### config.mk
export PLATFORM = sky130hd
export DESIGN_NAME = nvw_seq
export DESIGN_NICKNAME = d
export VERILOG_FILES = /design/src/rtl/nvw_seq.sv
export SDC_FILE = /design/constraint.sdc
export NUM_CORES = 2
export LEC_CHECK = 0
export BUFFER_PORTS_ARGS = -buffer_cell sky130_fd_sc_hd__buf_2
export CORE_ASPECT_RATIO = 0.6
export CORE_MARGIN = 2
export CORE_UTILIZATION = 55
export CTS_BUF_LIST = sky130_fd_sc_hd__clkbuf_8
export DETAILED_ROUTE_END_ITERATION = 10
export GPL_ROUTABILITY_DRIVEN = 0
export PLACE_DENSITY = 0.78
export SLEW_MARGIN = 20
export SYNTH_ARGS = -nofsm -noshare
export SYNTH_HDL_FRONTEND = slang
export SYNTH_SLANG_ARGS = --single-unit
### constraint.sdc
create_clock -name clk -period 11 [get_ports clk]
set_clock_uncertainty 0.05 [all_clocks]
set_input_delay 1.1 -clock clk [delete_from_list [all_inputs] [get_ports clk]]
set_output_delay 1.1 -clock clk [all_outputs]
set_load 0.05 [all_outputs]
### src/rtl/nvw_seq.sv
`timescale 1ns/1ps
module nvw_seq #(
  parameter int ADDR_W  = 9,
  parameter int DATA_W  = 8,
  parameter int ARM_WIN = 4,
  parameter int WR_LAT  = 6,
  localparam int WD_W   = (ADDR_W > DATA_W) ? ADDR_W : DATA_W
) (
  input  logic              clk,
  input  logic              rst_n,
  input  logic              reg_we,
  input  logic [1:0]        reg_sel,
  input  logic [WD_W-1:0]   reg_wdata,
  input  logic              spm_active,
  output logic [ADDR_W-1:0] addr_q,
  output logic [DATA_W-1:0] data_q,
  output logic              arm_q,
  output logic              busy,
  output logic              done_irq,
  output logic              osc_hold
);
  localparam int DEPTH = 1 << ADDR_W;
  localparam int AC_W  = $clog2(ARM_WIN + 1);
  localparam int LC_W  = $clog2(WR_LAT + 1);
  localparam logic [1:0] SEL_ADDR = 2'd0, SEL_DATA = 2'd1, SEL_CTRL = 2'd2;

  logic [AC_W-1:0]   arm_cnt;
  logic [LC_W-1:0]   lat_cnt  = '0;
  logic              done_r   = 1'b0;
  logic [ADDR_W-1:0] cap_addr = '0;
  logic [DATA_W-1:0] cap_data = '0;
  logic [DATA_W-1:0] mem [DEPTH];

  wire ctl_wr  = reg_we && (reg_sel == SEL_CTRL);
  wire rd_bit  = reg_wdata[0];
  wire st_bit  = reg_wdata[1];
  wire arm_bit = reg_wdata[2];

  assign arm_q    = (arm_cnt != '0);
  assign busy     = (lat_cnt != '0);
  assign osc_hold = busy;
  assign done_irq = done_r;

  wire start = rst_n && ctl_wr && st_bit && !arm_bit && arm_q && !busy && !spm_active;
  wire rd_go = ctl_wr && rd_bit && !busy && !start;

  always_ff @(posedge clk or negedge rst_n) begin
    if (!rst_n) begin
      addr_q  <= '0;
      data_q  <= '0;
      arm_cnt <= '0;
    end else begin
      if (reg_we && reg_sel == SEL_ADDR) addr_q <= reg_wdata[ADDR_W-1:0];
      if (reg_we && reg_sel == SEL_DATA) data_q <= reg_wdata[DATA_W-1:0];
      else if (rd_go)                    data_q <= mem[addr_q];
      if (ctl_wr && arm_bit && !st_bit)  arm_cnt <= AC_W'(ARM_WIN);
      else if (arm_q)                    arm_cnt <= arm_cnt - 1'b1;
    end
  end

  always_ff @(posedge clk) begin
    done_r <= 1'b0;
    if (start) begin
      lat_cnt  <= LC_W'(WR_LAT);
      cap_addr <= addr_q;
      cap_data <= data_q;
    end else if (busy) begin
      lat_cnt <= lat_cnt - 1'b1;
      if (lat_cnt == LC_W'(1)) begin
        mem[cap_addr] <= cap_data;
        done_r        <= 1'b1;
      end
    end
  end


  arm_hold_chk: assert property (@(posedge clk) disable iff (!rst_n)
    $rose(arm_q) |=> arm_q);

  start_busy_chk: assert property (@(posedge clk) disable iff (!rst_n)
    (ctl_wr && st_bit && !arm_bit && arm_q && !busy && !spm_active) |=> busy);

  no_arm_chk: assert property (@(posedge clk) disable iff (!rst_n)
    (ctl_wr && st_bit && !arm_q && !busy) |=> !busy);

  spm_block_chk: assert property (@(posedge clk) disable iff (!rst_n)
    (spm_active && !busy) |=> !busy);

  done_pulse_chk: assert property (@(posedge clk) disable iff (!rst_n)
    $fell(busy) |-> done_irq);

  done_idle_chk: assert property (@(posedge clk) disable iff (!rst_n)
    done_irq |-> !busy);

  rd_ignore_chk: assert property (@(posedge clk) disable iff (!rst_n)
    (busy && ctl_wr && rd_bit) |=> $stable(data_q));
endmodule

==> impl_metrics.json <==
{
  "n_fill_cell": 19300,
  "ys_seq_area_frac": 0.773,
  "syn-instance-count": 7658,
  "ios": 36,
  "routed_wl_mm": 402,
  "stdcell_count": 12200,
  "cts.hold.buffers_added": 1,
  "drv_slew": 0,
  "cts_tree": "done",
  "ys_warn_count": 0,
  "peakVddDrop_mv": 0.147,
  "rows": 153,
  "final_common_cell": "edfxtp_1",
  "fin_area_um2": 174000,
  "syn-cell-area_um2": 161000,
  "drive_gt1_frac": 0.210,
  "final_cell_mix": "edfxtp_1, mux4_2, clkbuf_8",
  "async_flop_share": 0.00483,
  "dpl_cell_area_um2": 164000,
  "grt_pass1_wl_mm": 578,
  "worst_path_max_delay_cell": "nor4_1",
  "numClockSinks": 4137,
  "synth_edf_count": 4113,
  "ys_seq_elements": 4137,
  "fin_nets": 7944,
  "area_growth_pct": 8.47,
  "fin_crit_ns": 5.86,
  "antenna_found_initial": 22,
  "grt-ovfl-total": 0,
  "drtIter0Drc": 15300,
  "cp.required_ns": 11.93,
  "vias": 83100,
  "design.core.area_um2": 290000,
  "worst_path_largest_cell_delay_ns": 0.97,
  "dp.final_hpwl_mm": 238,
  "dp_cells": 11200,
  "p_leak_nw": 54.5,
  "cts_resized": 0,
  "crit_path_end_kind": "flip-flop",
  "drv_cap": 0,
  "yosysUniqueCellTypes": 61,
  "die_area_um2": 296000,
  "crit_path_start_kind": "flip-flop",
  "drc_errors": 0,
  "clkLatencyLatePin_ns": 1.04,
  "io_buffers": 35,
  "avgSynthCellArea_um2": 21.0,
  "fp.dieH_um": 423,
  "hold_violations": 0,
  "hold_class": "input port to flip-flop",
  "fp.dieW_um": 702,
  "initial_core_util": 0.554,
  "cts.htree.levels": 6,
  "via_per_inst": 6.82,
  "cp_max_fo": 68,
  "cpMostUsedCell": "buf_4",
  "path_clk_slew_ns": 0.07,
  "numCtsBuffers": 553,
  "critPathKind": "flip-flop to flip-flop",
  "maxSlewHeadroom": 0.172,
  "cts.path.max_buffers": 4,
  "tns_ns": 0,
  "period_share": 0.532,
  "dr.pass1.iters": 9,
  "path_cells": "buf_4 > buf_4 > buf_4 > mux4_2 > mux2i_1 > a22oi_1 > nand4_1 > nor4_1 > a211o_1",
  "rsz0062_at_grt": "no",
  "grt_max_degree": 249,
  "wl_per_cell_um": 32.9,
  "synth_flop_cell": "edfxtp_1",
  "power_per_cell_area_nw_per_um2": 185,
  "cts_root_buffer": "clkbuf_8",
  "synth_fp_nets": 7678,
  "tightest_slew_ns": 1.24,
  "grt_pass1_vias": 81300,
  "fmax_mhz": 171,
  "cts_setup_buffers": 0,
  "finalSetupViolations": 0,
  "ant_nets": 0,
  "cp.arrival_ns": 6.78,
  "grt_usage": 0.269,
  "status": "completed"
}
## cell families after synthesis
kind of cell,Yosys count,share of synthesized area
AND/OR/NAND/NOR,876,0.0229
buffers and inverters,493,0.0190
adder cells (fa/ha/maj),5,0.000390
AO/OA/AOI/OAI,806,0.0361
XOR/XNOR,2,0.000109
multiplexers,1339,0.149
flip-flops,4137,0.773
## sequential cells by signal, summed over array words and instances, names as in the netlist
signal    flops
lat_cnt       3
data_q        8
cap_data      8
mem        4096
addr_q        9
done_irq      1
cap_addr      9
arm_cnt       3
## cell type report
class                      count  area [µm²]  share of cell area
sequential                  4137      124000               0.712
antenna                       13        32.5            0.000187
tap                         3875        4850              0.0278
timing repair buffer         188        1650             0.00946
clock inverter               351        1600             0.00916
inverter                      16        75.1            0.000431
clock buffer                 589        8110              0.0465
multi-input combinational   3028       33800               0.194
## routing by layer
layer | part of all wire | up-vias | track usage
met5 | 0.00013 | - | 0
met4 | 0.034 | 8 | 0.0905
met3 | 0.16 | 881 | 0.0911
met2 | 0.43 | 6822 | 0.370
met1 | 0.38 | 42800 | 0.407
li1 | - | 32600 | -
## synthesized netlist by cell type (6+ instances only)
library cell / n / area (µm²)
nor4b_1: 6 / 52.6
nor2_1: 559 / 2100
inv_1: 14 / 52.6
buf_1: 41 / 154
clkbuf_1: 227 / 852
a22o_1: 44 / 385
a22oi_1: 79 / 593
a311oi_1: 7 / 61.3
o221ai_1: 208 / 1820
dfrtp_1: 20 / 500
buf_6: 72 / 811
nor3_1: 76 / 380
buf_4: 38 / 285
a211oi_1: 38 / 285
and2_1: 8 / 50.1
buf_8: 23 / 345
o22ai_1: 107 / 669
nor3b_1: 7 / 52.6
a211o_1: 6 / 52.6
buf_12: 11 / 220
o21ai_0: 85 / 425
nor2b_1: 8 / 50.1
nand4_1: 14 / 87.6
mux4_2: 835 / 18800
nor4_1: 10 / 62.6
buf_2: 65 / 325
edfxtp_1: 4113 / 124000
a31oi_1: 10 / 62.6
nand2_1: 132 / 495
o21ai_1: 6 / 30.0
a21oi_1: 134 / 671
nand3_1: 27 / 135
mux2i_1: 496 / 4960
a221oi_1: 47 / 412
nand2b_1: 7 / 43.8
## report_power, final
part	switching, mW	total, mW	internal, mW
sequential	0.0987	17.2	17.1
combinational	2.59	4.27	1.68
clock	5.66	10.7	5.05
total	8.36	32.2	23.8
## stage by stage
stage / setup WS (ns) / hold WS (ns) / util / power (mW)
final: 5.14 / 0.324 / 0.601 / 32.2
after global routing: 5.11 / 0.274 / 0.601 / 33.0
after CTS: 5.15 / 0.256 / 0.600 / 32.1
after detailed placement: 5.20 / 0.431 / 0.566 / 21.7
after global placement: 4.52 / 0.434 / 0.566 / 21.6
after floorplan: 3.36 / 0.415 / - / 20.5
## worst paths after layout
check                                  start         end  slack, ns  cells after the start
worst max-delay path               addr_q[1]   data_q[4]       5.14                      9
worst min-delay path            reg_wdata[8]   addr_q[8]       0.32                      2
worst max register to register     addr_q[1]   data_q[4]       5.14                      9
worst min register to register    lat_cnt[1]  lat_cnt[1]       0.45                      2
max in group asynchronous              rst_n   addr_q[5]       9.80                      2
min in group asynchronous              rst_n  arm_cnt[1]       0.57                      2
## worst max-delay path: cells and delay by family (launching register included)
kind,cells,cell delay (ns)
AO/OA/AOI/OAI,2,0.66
AND/OR/NAND/NOR,2,1.43
flip-flops,1,0.81
multiplexers,2,0.47
buffers and inverters,3,2.22
(Power assumes the default switching activity.)
